--- config.mk ---
export PLATFORM = sky130hd
export DESIGN_NAME = oc_unit
export DESIGN_NICKNAME = d
export VERILOG_FILES = /design/src/rtl/oc_pkg.sv /design/src/rtl/oc_chan.sv /design/src/rtl/oc_pin_ctrl.sv /design/src/rtl/oc_unit.sv
export SDC_FILE = /design/constraint.sdc
export NUM_CORES = 1
export LEC_CHECK = 0
export ABC_AREA = 1
export BUFFER_PORTS_ARGS = -buffer_cell sky130_fd_sc_hd__buf_2
export CAP_MARGIN = 20
export CORE_MARGIN = 5
export CORE_UTILIZATION = 50
export CTS_CLUSTER_DIAMETER = 60
export DETAILED_ROUTE_END_ITERATION = 7
export GPL_TIMING_DRIVEN = 0
export PLACE_DENSITY = 0.78
export SYNTH_ARGS = -nofsm -noshare
export SYNTH_HDL_FRONTEND = slang
export SYNTH_HIERARCHICAL = 1
export SYNTH_SLANG_ARGS = --single-unit
--- constraint.sdc ---
create_clock -name clk -period 1.4 [get_ports clk]
set_clock_uncertainty 0.15 [all_clocks]
set_input_delay 0.28 -clock clk [delete_from_list [all_inputs] [get_ports clk]]
set_output_delay 0.28 -clock clk [all_outputs]
set_load 0.01 [all_outputs]
--- src/rtl/oc_pkg.sv ---
// Shared definitions for the output compare unit.
// Assumes nothing beyond IEEE 1800-2017 packages.
package oc_pkg;

    // Action applied to one pin at the next clock edge.
    typedef enum logic [1:0] {
        PIN_HOLD   = 2'd0,
        PIN_TOGGLE = 2'd1,
        PIN_LOAD   = 2'd2
    } pin_act_e;

endpackage

--- src/rtl/oc_chan.sv ---
// One compare channel: holds a match value, detects a match once per timebase
// advance, and latches a request flag.
// Assumes cnt_tick is high for exactly the cycles on which the count advanced.
module oc_chan #(
    parameter int CNT_W = 16
) (
    input  logic             clk,
    input  logic             rst_n,
    input  logic [CNT_W-1:0] cnt_i,
    input  logic             tick_i,
    input  logic             en_i,
    input  logic             we_i,
    input  logic [CNT_W-1:0] wdata_i,
    input  logic             clr_i,
    output logic             hit_o,
    output logic             flag_o
);

    logic [CNT_W-1:0] cmp_q;
    logic             flag_q;

    // Match qualified by enable and the advance strobe; uses the stored value.
    always_comb begin
        hit_o = tick_i && en_i && (cnt_i == cmp_q);
    end

    // Match value register, written by software.
    always_ff @(posedge clk) begin
        if (!rst_n) cmp_q <= '0;
        else if (we_i) cmp_q <= wdata_i;
    end

    // Request flag: set on a match, cleared on request; setting wins.
    always_ff @(posedge clk) begin
        if (!rst_n)     flag_q <= 1'b0;
        else if (hit_o) flag_q <= 1'b1;
        else if (clr_i) flag_q <= 1'b0;
    end

    assign flag_o = flag_q;


    flag_cause_chk: assert property (@(posedge clk) disable iff (!rst_n)
        $rose(flag_q) |-> $past(en_i && tick_i && (cnt_i == cmp_q)));


    flag_hold_chk: assert property (@(posedge clk) disable iff (!rst_n)
        (flag_q && !clr_i) |=> flag_q);


    cmp_load_chk: assert property (@(posedge clk) disable iff (!rst_n)
        we_i |=> (cmp_q == $past(wdata_i)));

endmodule

--- src/rtl/oc_pin_ctrl.sv ---
// Pin level register for all channels. Routes match events to pins according
// to the per-pair combine bits and applies initial-level loads.
// Assumes NCH is even; pairs are (0,1), (2,3), ...
module oc_pin_ctrl
    import oc_pkg::*;
#(
    parameter int NCH = 4
) (
    input  logic             clk,
    input  logic             rst_n,
    input  logic [NCH-1:0]   hit_i,
    input  logic [NCH/2-1:0] pair_i,
    input  logic [NCH-1:0]   init_ld_i,
    input  logic [NCH-1:0]   init_lvl_i,
    output logic [NCH-1:0]   pin_o
);

    localparam int NP = NCH / 2;

    logic [NCH-1:0] flip;
    pin_act_e       act [NCH];
    logic [NCH-1:0] pin_q;

    genvar gp;
    generate
        for (gp = 0; gp < NP; gp++) begin : g_pair
            // Even pin takes the partner's match when combined; odd pin only its own.
            always_comb begin
                flip[2*gp]   = hit_i[2*gp] ^ (pair_i[gp] & hit_i[2*gp+1]);
                flip[2*gp+1] = hit_i[2*gp+1];
            end


            pair_cancel_chk: assert property (@(posedge clk) disable iff (!rst_n)
                (pair_i[gp] && hit_i[2*gp] && hit_i[2*gp+1] && !init_ld_i[2*gp])
                |=> $stable(pin_q[2*gp]));
        end
    endgenerate

    genvar gi;
    generate
        for (gi = 0; gi < NCH; gi++) begin : g_pin
            // Pick the action: a preset load beats an inversion.
            always_comb begin
                if (init_ld_i[gi])  act[gi] = PIN_LOAD;
                else if (flip[gi])  act[gi] = PIN_TOGGLE;
                else                act[gi] = PIN_HOLD;
            end

            // Pin level register.
            always_ff @(posedge clk) begin
                if (!rst_n) pin_q[gi] <= 1'b0;
                else begin
                    case (act[gi])
                        PIN_LOAD:   pin_q[gi] <= init_lvl_i[gi];
                        PIN_TOGGLE: pin_q[gi] <= ~pin_q[gi];
                        default:    pin_q[gi] <= pin_q[gi];
                    endcase
                end
            end


            init_load_chk: assert property (@(posedge clk) disable iff (!rst_n)
                init_ld_i[gi] |=> (pin_q[gi] == $past(init_lvl_i[gi])));
        end
    endgenerate


    pin_quiet_chk: assert property (@(posedge clk) disable iff (!rst_n)
        (hit_i == '0 && init_ld_i == '0) |=> $stable(pin_q));

    assign pin_o = pin_q;

endmodule

--- src/rtl/oc_unit.sv ---
// Output compare unit top: NCH channels against one shared count, pin
// pairing, initial levels and interrupt gating.
// Assumes NCH is even and the count source is outside this block.
module oc_unit #(
    parameter int CNT_W = 16,
    parameter int NCH   = 4
) (
    input  logic             clk,
    input  logic             rst_n,
    input  logic [CNT_W-1:0] cnt_val,
    input  logic             cnt_tick,
    input  logic [NCH-1:0]   ch_en,
    input  logic [NCH-1:0]   cmp_we,
    input  logic [CNT_W-1:0] cmp_wdata,
    input  logic [NCH-1:0]   irq_en,
    input  logic [NCH-1:0]   flag_clr,
    input  logic [NCH-1:0]   init_we,
    input  logic [NCH-1:0]   init_lvl,
    input  logic [NCH/2-1:0] pair_en,
    output logic [NCH-1:0]   pin_out,
    output logic [NCH-1:0]   flag_out,
    output logic [NCH-1:0]   irq_out
);

    localparam int NP = NCH / 2;

    logic [NCH-1:0] hit;
    logic [NCH-1:0] init_ld;

    genvar gc;
    generate
        for (gc = 0; gc < NCH; gc++) begin : g_ch
            oc_chan #(.CNT_W(CNT_W)) u_chan (
                .clk     (clk),
                .rst_n   (rst_n),
                .cnt_i   (cnt_val),
                .tick_i  (cnt_tick),
                .en_i    (ch_en[gc]),
                .we_i    (cmp_we[gc]),
                .wdata_i (cmp_wdata),
                .clr_i   (flag_clr[gc]),
                .hit_o   (hit[gc]),
                .flag_o  (flag_out[gc])
            );
        end
    endgenerate

    // Initial-level writes count only on disabled channels.
    always_comb begin
        init_ld = init_we & ~ch_en;
    end

    oc_pin_ctrl #(.NCH(NCH)) u_pins (
        .clk        (clk),
        .rst_n      (rst_n),
        .hit_i      (hit),
        .pair_i     (pair_en[NP-1:0]),
        .init_ld_i  (init_ld),
        .init_lvl_i (init_lvl),
        .pin_o      (pin_out)
    );

    // Interrupt requests are flags gated by their enables, without delay.
    always_comb begin
        irq_out = flag_out & irq_en;
    end


    disabled_pin_chk: assert property (@(posedge clk) disable iff (!rst_n)
        (ch_en == '0 && init_we == '0) |=> $stable(pin_out));

endmodule

==> results of run 1 <==
[area by class of cell]
type                            count  share of cell area
Multi-Input combinational cell    472              0.4502
Sequential cell                    72              0.2811
Inverter                          149              0.1068
Timing Repair Buffer               81             0.08335
Clock buffer                       10             0.02627
Tap cell                          105             0.02508
Clock inverter                      6             0.01576
Buffer                             16             0.01146
[per-stage QoR]
| stage | utilization | power (W) |
|---|---|---|
| floorplan | - | 0.002895 |
| global placement | 0.5782 | 0.003235 |
| detailed placement | 0.5782 | 0.003271 |
| CTS | 0.6194 | 0.005148 |
| global route | 0.6344 | 0.005435 |
| finish | 0.6344 | 0.005191 |
[worst reg2reg max path, cell delays in order, from the launching register on]
cell	delay [ns]
dfxtp_2	0.34
inv_2	0.04
nand2_2	0.06
nand4_1	0.14
nor3_2	0.18
nand3b_1	0.14
nor2_4	0.20
inv_2	0.07
nand2_2	0.06
nand3_2	0.08
nand3_2	0.07
nand2_1	0.04
inv_1	0.05
[sequential cells by signal, summed over array words and instances, names as in the netlist]
signal	flops
u_pins/pin_o	4
g_ch.u_chan/cmp_q	64
g_ch.u_chan/flag_o	4
[Yosys cell counts]
library cell | n | area (sq um)
or2_2 | 4 | 25.02
clkbuf_1 | 12 | 45.04
buf_1 | 4 | 15.01
xnor2_1 | 6 | 52.55
o21ai_0 | 70 | 350.3
nand2_1 | 188 | 705.7
nor2_1 | 52 | 195.2
nand3_1 | 26 | 130.1
a21oi_2 | 4 | 35.03
dfxtp_1 | 72 | 1441
nor3b_1 | 4 | 30.03
nand2_2 | 8 | 50.05
inv_1 | 141 | 529.3
nor3_1 | 4 | 20.02
a21oi_1 | 70 | 350.3
nor2_2 | 8 | 50.05
nand4_1 | 20 | 125.1
inv_2 | 8 | 30.03
nand3b_1 | 4 | 30.03
o2111ai_1 | 4 | 35.03
[power breakdown]
part	internal (W)	switching [W]	leakage (nW)
clock	0.00104	0.000816	0.112
combinational	0.000374	0.000688	1.96
sequential	0.00219	0.0000774	0.606
total	0.00361	0.00158	2.68
[layer usage]
| metal | vias to the layer above | wire [um] | part of all wire |
|---|---|---|---|
| met3 | 53 | 1470 | 0.10 |
| met5 | - | 0 | 0 |
| met1 | 2176 | 5548 | 0.39 |
| met2 | 241 | 6711 | 0.47 |
| li1 | 2398 | - | - |
| met4 | 0 | 623 | 0.043 |
[logic make-up after synthesis]
logic type | count (synthesis) | synth area share
flip-flops | 72 | 0.3395
XOR/XNOR | 6 | 0.01238
AO/OA/AOI/OAI | 148 | 0.1816
AND/OR/NAND/NOR | 318 | 0.3207
buffers and inverters | 165 | 0.1459
[final timing paths]
check | start | slack (ns) | endpoint
max | g_ch[2].u_chan/cmp_q[9]$_SDFFE_PN0P_ | -0.25 | u_pins/pin_o[2]$_SDFFE_PN0P_
min | flag_clr[1] | 0.02 | g_ch[1].u_chan/flag_o$_SDFFE_PN0P_
max reg2reg | g_ch[2].u_chan/cmp_q[9]$_SDFFE_PN0P_ | -0.25 | u_pins/pin_o[2]$_SDFFE_PN0P_
min reg2reg | g_ch[0].u_chan/cmp_q[10]$_SDFFE_PN0P_ | 0.32 | g_ch[0].u_chan/cmp_q[10]$_SDFFE_PN0P_
[repair_timing]
item | CTS | global route
endpoints found under the setup margin | 4 | 45
hold buffers | 0 | 0
buffers inserted | 5 | 4
pin swaps | 8 | 28
gates resized for setup | 22 | 42
==> results.tsv, run 1 <==
metric	value	unit
status	finished with violations	
violations	setup timing	
nNetsFinal	862	
power.leakage	2.678	nW
finalCritPeriodShare	1.176	
placed_cells	886	
hp-class	input pin to register	
hold_viol	0	
relSlewSlack	0.6422	
syn_nets	770	
dieHeight	102.1	um
io_pins	73	
cellPowerDensity	990.9	nW/um^2
grt_max_degree	36	
clk_pin_slew_worst_paths	0.08	ns
synth.avg_cell_area	5.988	sq um
finalInstanceArea	5239	sq um
yosys_warnings	6	
grt_pass1_vias	4597	
critical_path_arrival	1.80	ns
cp_num_cells	12	
netlist_instances	709	
routed_wl	14350	um
cts.sinks	72	
numCtsBuffers	9	
regArea	1473	sq um
synth_cell_types	20	
insertion_delay	0.35	ns
wl_per_cell	15.76	um
grt_usage	0.2758	
vias	4868	
fillers	794	
row_count	33	
max_slew.worst_pin.slew	0.5368	ns
io_buffers	72	
place_ws	-0.4674	ns
htreeDepth	3	
min_period	1.647	ns
placed_area	4775	sq um
drive_gt1_frac	0.2494	
ys_ff_latch	72	
critPathBufInv	3	
mostFrequentLayoutCells	nand2_1 (172), inv_1 (134), o21ai_0 (70), buf_2 (70), a21oi_1 (69)	
drtAntennaViolNets	0	
crit_required	1.55	ns
setup_viol_count_final	5	
use_met3	0.05324	
fp.coreArea	8258	sq um
finalSetupTns	-0.9547	ns
drt-initial-drc-count	246	
rsz0062_at_grt	true	
drc	0	
synth_area	4245	sq um
ir_drop	807.7	uV
startpoint_type	register	
antenna_cells	0	
grtUsageMet1	0.3303	
initial_utilization	0.5141	
synth-seq-area-share	0.3395	
grt_pass1_wl	21650	um
dr.pass1.iters	5	
die_area	10430	sq um
grt.met2_usage	0.4663	
crit_fanout	3	
multi_input_comb_area	2359	sq um
crit_path_cell_trace	inv_2 -> nand2_2 -> nand4_1 -> nor3_2 -> nand3b_1 -> nor2_4 -> inv_2 -> nand2_2 -> nand3_2 -> nand3_2 -> nand2_1 -> inv_1	
die_w	102.1	um
hold_depth	4	
layout_commonest_cell	nand2_1	
routed_via_density	5.344	
grt_overflow_total	0	
finalMaxSlewViolations	0	
dp_hpwl	10010	um
max_freq	607.2	MHz
routabilityCongestion	0.9634	
r2r_cells	12	
syn_to_final_growth	23.40	%
end_kind	register	
holdWs	0.02446	ns
worstSetupPathType	register to register	
clockBufferDepth	2	
max_stage_delay	0.34	ns
instances_no_fill	911	
cts_tree	done	
crit_family	simple AND/OR/NAND/NOR gates	
maxCapViolCount	0	
setup_ws	-0.2468	ns
cts_root_buffer	clkbuf_8	
top_usage_layer	met2	
slowest_stage	dfxtp_2	
antenna_found_initial	0	
Note: power is estimated with default switching activity, not from simulation.
==> run 2, diff against run 1 <==
--- a/config.mk
+++ b/config.mk
@@ -5,7 +5,7 @@
 export SDC_FILE = /design/constraint.sdc
 export NUM_CORES = 1
 export LEC_CHECK = 0
-export ABC_AREA = 1
+export ABC_AREA = 0
 export BUFFER_PORTS_ARGS = -buffer_cell sky130_fd_sc_hd__buf_2
 export CAP_MARGIN = 20
 export CORE_MARGIN = 5
@@ -13,7 +13,7 @@
 export CTS_CLUSTER_DIAMETER = 60
 export DETAILED_ROUTE_END_ITERATION = 7
 export GPL_TIMING_DRIVEN = 0
-export PLACE_DENSITY = 0.78
+export PLACE_DENSITY = 0.79
 export SYNTH_ARGS = -nofsm -noshare
 export SYNTH_HDL_FRONTEND = slang
 export SYNTH_HIERARCHICAL = 1
==> run 2 against run 1 <==
Compared with the run above:
- the flow still finishes with violations (setup timing)
- power down 4.1%
- first-iteration DRC count down 61%
- non-clock buffer count down 10
- critical endpoint is now u_pins/pin_o[3]$_SDFFE_PN0P_
- core utilization down 0.46 points
- critical path depth down 5
- synthesized cell count down 48%
- combinational power down 22%
- routed wire length down 35%
- global-route usage down 7.7 points
- worst hold slack better by 0.021 ns
==> results.tsv, run 2 <==
metric	value	unit	change
status	finished with violations		
violations	setup timing		
cts_tree	done		
netlist_instances	370		-48%
io_pins	73		unchanged
p_clk_frac	0.382		+0.024
numCtsBuffers	9		unchanged
syn_nets	431		-44%
crit_fanout	3		unchanged
htreeDepth	3		unchanged
top_register	g_ch.u_chan/cmp_q		
drive_gt1_frac	0.2950		+0.04563
synth_cell_types	22		+10%
ys_ff_latch	72		unchanged
critical_path_arrival	1.95	ns	+0.15 ns
crit_required	1.49	ns	-0.06 ns
dieHeight	97.19	um	-4.9%
synth_area	3801	sq um	-10%
dp_hpwl	6896	um	-31%
p_comb_frac	0.167		-0.038
maxCapViolCount	0		unchanged
swShare	0.2562		-0.04848
io_buffers	68		-5.6%
place_ws	-0.6796	ns	-0.2122 ns
synth.top_cell.area_share	0.3792		+0.03967
placed_area	4268	sq um	-11%
grt_pass1_vias	3010		-35%
synth_common_cells	dfxtp_1 (72), mux2i_1 (64), nor2b_1 (64)		
p_int	0.003704	W	+2.6%
vias	2936		-40%
setup_viol_count_final	8		+3
yosys_warnings	6		unchanged
syn_to_final_growth	21.46	%	
die_w	97.19	um	-4.9%
max_freq	539.7	MHz	-11%
insertion_delay	0.35	ns	about the same
synth_area_leaders	dfxtp_1 (38%), mux2i_1 (17%), nor2b_1 (11%)		
hp-class	input pin to register		
synth-seq-area-share	0.3792		+0.03967
row_count	31		-6.1%
synth.avg_cell_area	10.27	sq um	+72%
finalCritPeriodShare	1.323		+0.1472
power.switching	0.001276	W	-19%
cts.sinks	72		unchanged
wl_per_cell	16.73	um	+6.2%
synth_edf_count	0		unchanged
grt_overflow_total	0		unchanged
layout_commonest_cell	buf_2		
min_period	1.853	ns	+0.2061 ns
grt_usage	0.1989		-0.07694
routed_wl	9367	um	-35%
fp.coreArea	7331	sq um	-11%
setup_ws	-0.4529	ns	-0.2061 ns
rsz0062_at_grt	true		
cts.hold.buffers_added	0		unchanged
power.leakage	2.024	nW	-24%
finalMaxSlewViolations	0		unchanged
relSlewSlack	0.5841		-0.05805
end_kind	register		
utilization	0.6298		-0.004594
p_total	0.004979	W	-4.1%
largest_reg_flops	64		unchanged
die_area	9446	sq um	-9.5%
grt_pass1_wl	15080	um	-30%
nNetsFinal	517		-40%
ir_drop	554.9	uV	-31%
yosysMostFrequentCell	dfxtp_1		
clk_pin_slew_worst_paths	0.07	ns	about the same
finalInstanceArea	4617	sq um	-12%
drc	0		unchanged
routabilityCongestion	0.8157		-15%
fillers	582		-27%
synth_area_leader_cell	dfxtp_1		
max_slew.worst_pin.slew	0.6238	ns	+0.08707 ns
cts_root_buffer	clkbuf_8		
worstSetupPathType	register to register		
drt-initial-drc-count	97		-61%
antenna_found_initial	0		unchanged
hold_viol	0		unchanged
routed_via_density	5.243		-1.9%
startpoint_type	register		
cellPowerDensity	1079	nW/um^2	+8.8%
power_frac_seq	0.451		+0.014
grt_max_degree	43		+19%
mostFrequentLayoutCells	buf_2 (76), mux2i_1 (64), nor2b_1 (64)		
synthArstFlopShare	0		unchanged
antenna_cells	0		unchanged
ys.flop_type	dfxtp_1		
clockBufferDepth	2		unchanged
initial_utilization	0.5185		+0.004428
dr.pass1.iters	4		-1
drtAntennaViolNets	0		unchanged
==> run 2: logic make-up after synthesis <==
family | count (synthesis) | synth area share
buffers and inverters | 12 | 0.01843
AND/OR/NAND/NOR | 142 | 0.2456
XOR/XNOR | 72 | 0.1659
AO/OA/AOI/OAI | 8 | 0.02238
flip-flops | 72 | 0.3792
multiplexers | 64 | 0.1685
==> run 2: metrics by stage <==
stage / instances / hold WS, ns / setup TNS (ns)
6_report: 560 / 0.04520 / -2.147
5_1_grt: 560 / 0.06781 / -3.163
4_1_cts: 557 / 0.03212 / -2.166
3_5_place_dp: 537 / 0.3580 / -6.464
3_3_place_gp: 537 / 0.3478 / -5.752
2_1_floorplan: 370 / 0.2573 / -0.9253
==> run 2: area by class of cell <==
| class | instances | area [sq um] | share of cell area |
|---|---|---|---|
| multi-input cells | 286 | 2344 | 0.5076 |
| flip-flops and latches | 72 | 1454 | 0.3149 |
| repair buffers | 75 | 392.9 | 0.08509 |
| clock buffers | 14 | 172.7 | 0.03740 |
| well taps | 99 | 123.9 | 0.02683 |
| plain buffers | 12 | 70.07 | 0.01518 |
| clock inverters | 2 | 60.06 | 0.01301 |
==> run 2: power groups by stage <==
stage,sequential (W),combinational [W],clock (W)
floorplan,0.00228,0.000499,0
global placement,0.00228,0.000773,0
detailed placement,0.00229,0.000788,0
CTS,0.00224,0.000814,0.00194
global route,0.00226,0.000895,0.00203
finish,0.00225,0.000830,0.00190
==> run 2: per-layer routing <==
| metal | track usage | part of all wire | up-vias | routed length (um) |
|---|---|---|---|---|
| li1 | - | - | 1445 | - |
| met1 | 0.2497 | 0.43 | 1364 | 4022 |
| met2 | 0.3296 | 0.48 | 101 | 4475 |
| met3 | 0.03374 | 0.059 | 26 | 557 |
| met4 | 0.09611 | 0.033 | 0 | 311 |
| met5 | 0 | 0 | - | 0 |
==> run 2: what timing repair did <==
| item | in CTS | in global routing |
|---|---|---|
| pin swaps | 9 | 5 |
| endpoints found under the setup margin | 8 | 11 |
| resized for setup | 9 | 8 |
| cloned | 0 | 0 |
| buffers inserted | 4 | 3 |
==> run 2: critical path, stage by stage (launching register included) <==
cell and delay (ns):
dfxtp_2 0.33, xor2_1 0.16, nor4_2 0.35, nand4_1 0.19
nor3_4 0.22, xnor2_1 0.14, o21ai_1 0.08, and2_1 0.13
==> run 2: path summary, 6_finish.rpt <==
path	from	endpoint	slack (ns)	cells past startpoint
setup / recovery	g_ch[3].u_chan/cmp_q[15]$_SDFFE_PN0P_	u_pins/pin_o[3]$_SDFFE_PN0P_	-0.45	7
hold / removal	init_lvl[0]	u_pins/pin_o[0]$_SDFFE_PN0P_	0.05	3
setup reg to reg	g_ch[3].u_chan/cmp_q[15]$_SDFFE_PN0P_	u_pins/pin_o[3]$_SDFFE_PN0P_	-0.45	7
hold reg to reg	g_ch[1].u_chan/flag_o$_SDFFE_PN0P_	g_ch[1].u_chan/flag_o$_SDFFE_PN0P_	0.36	2
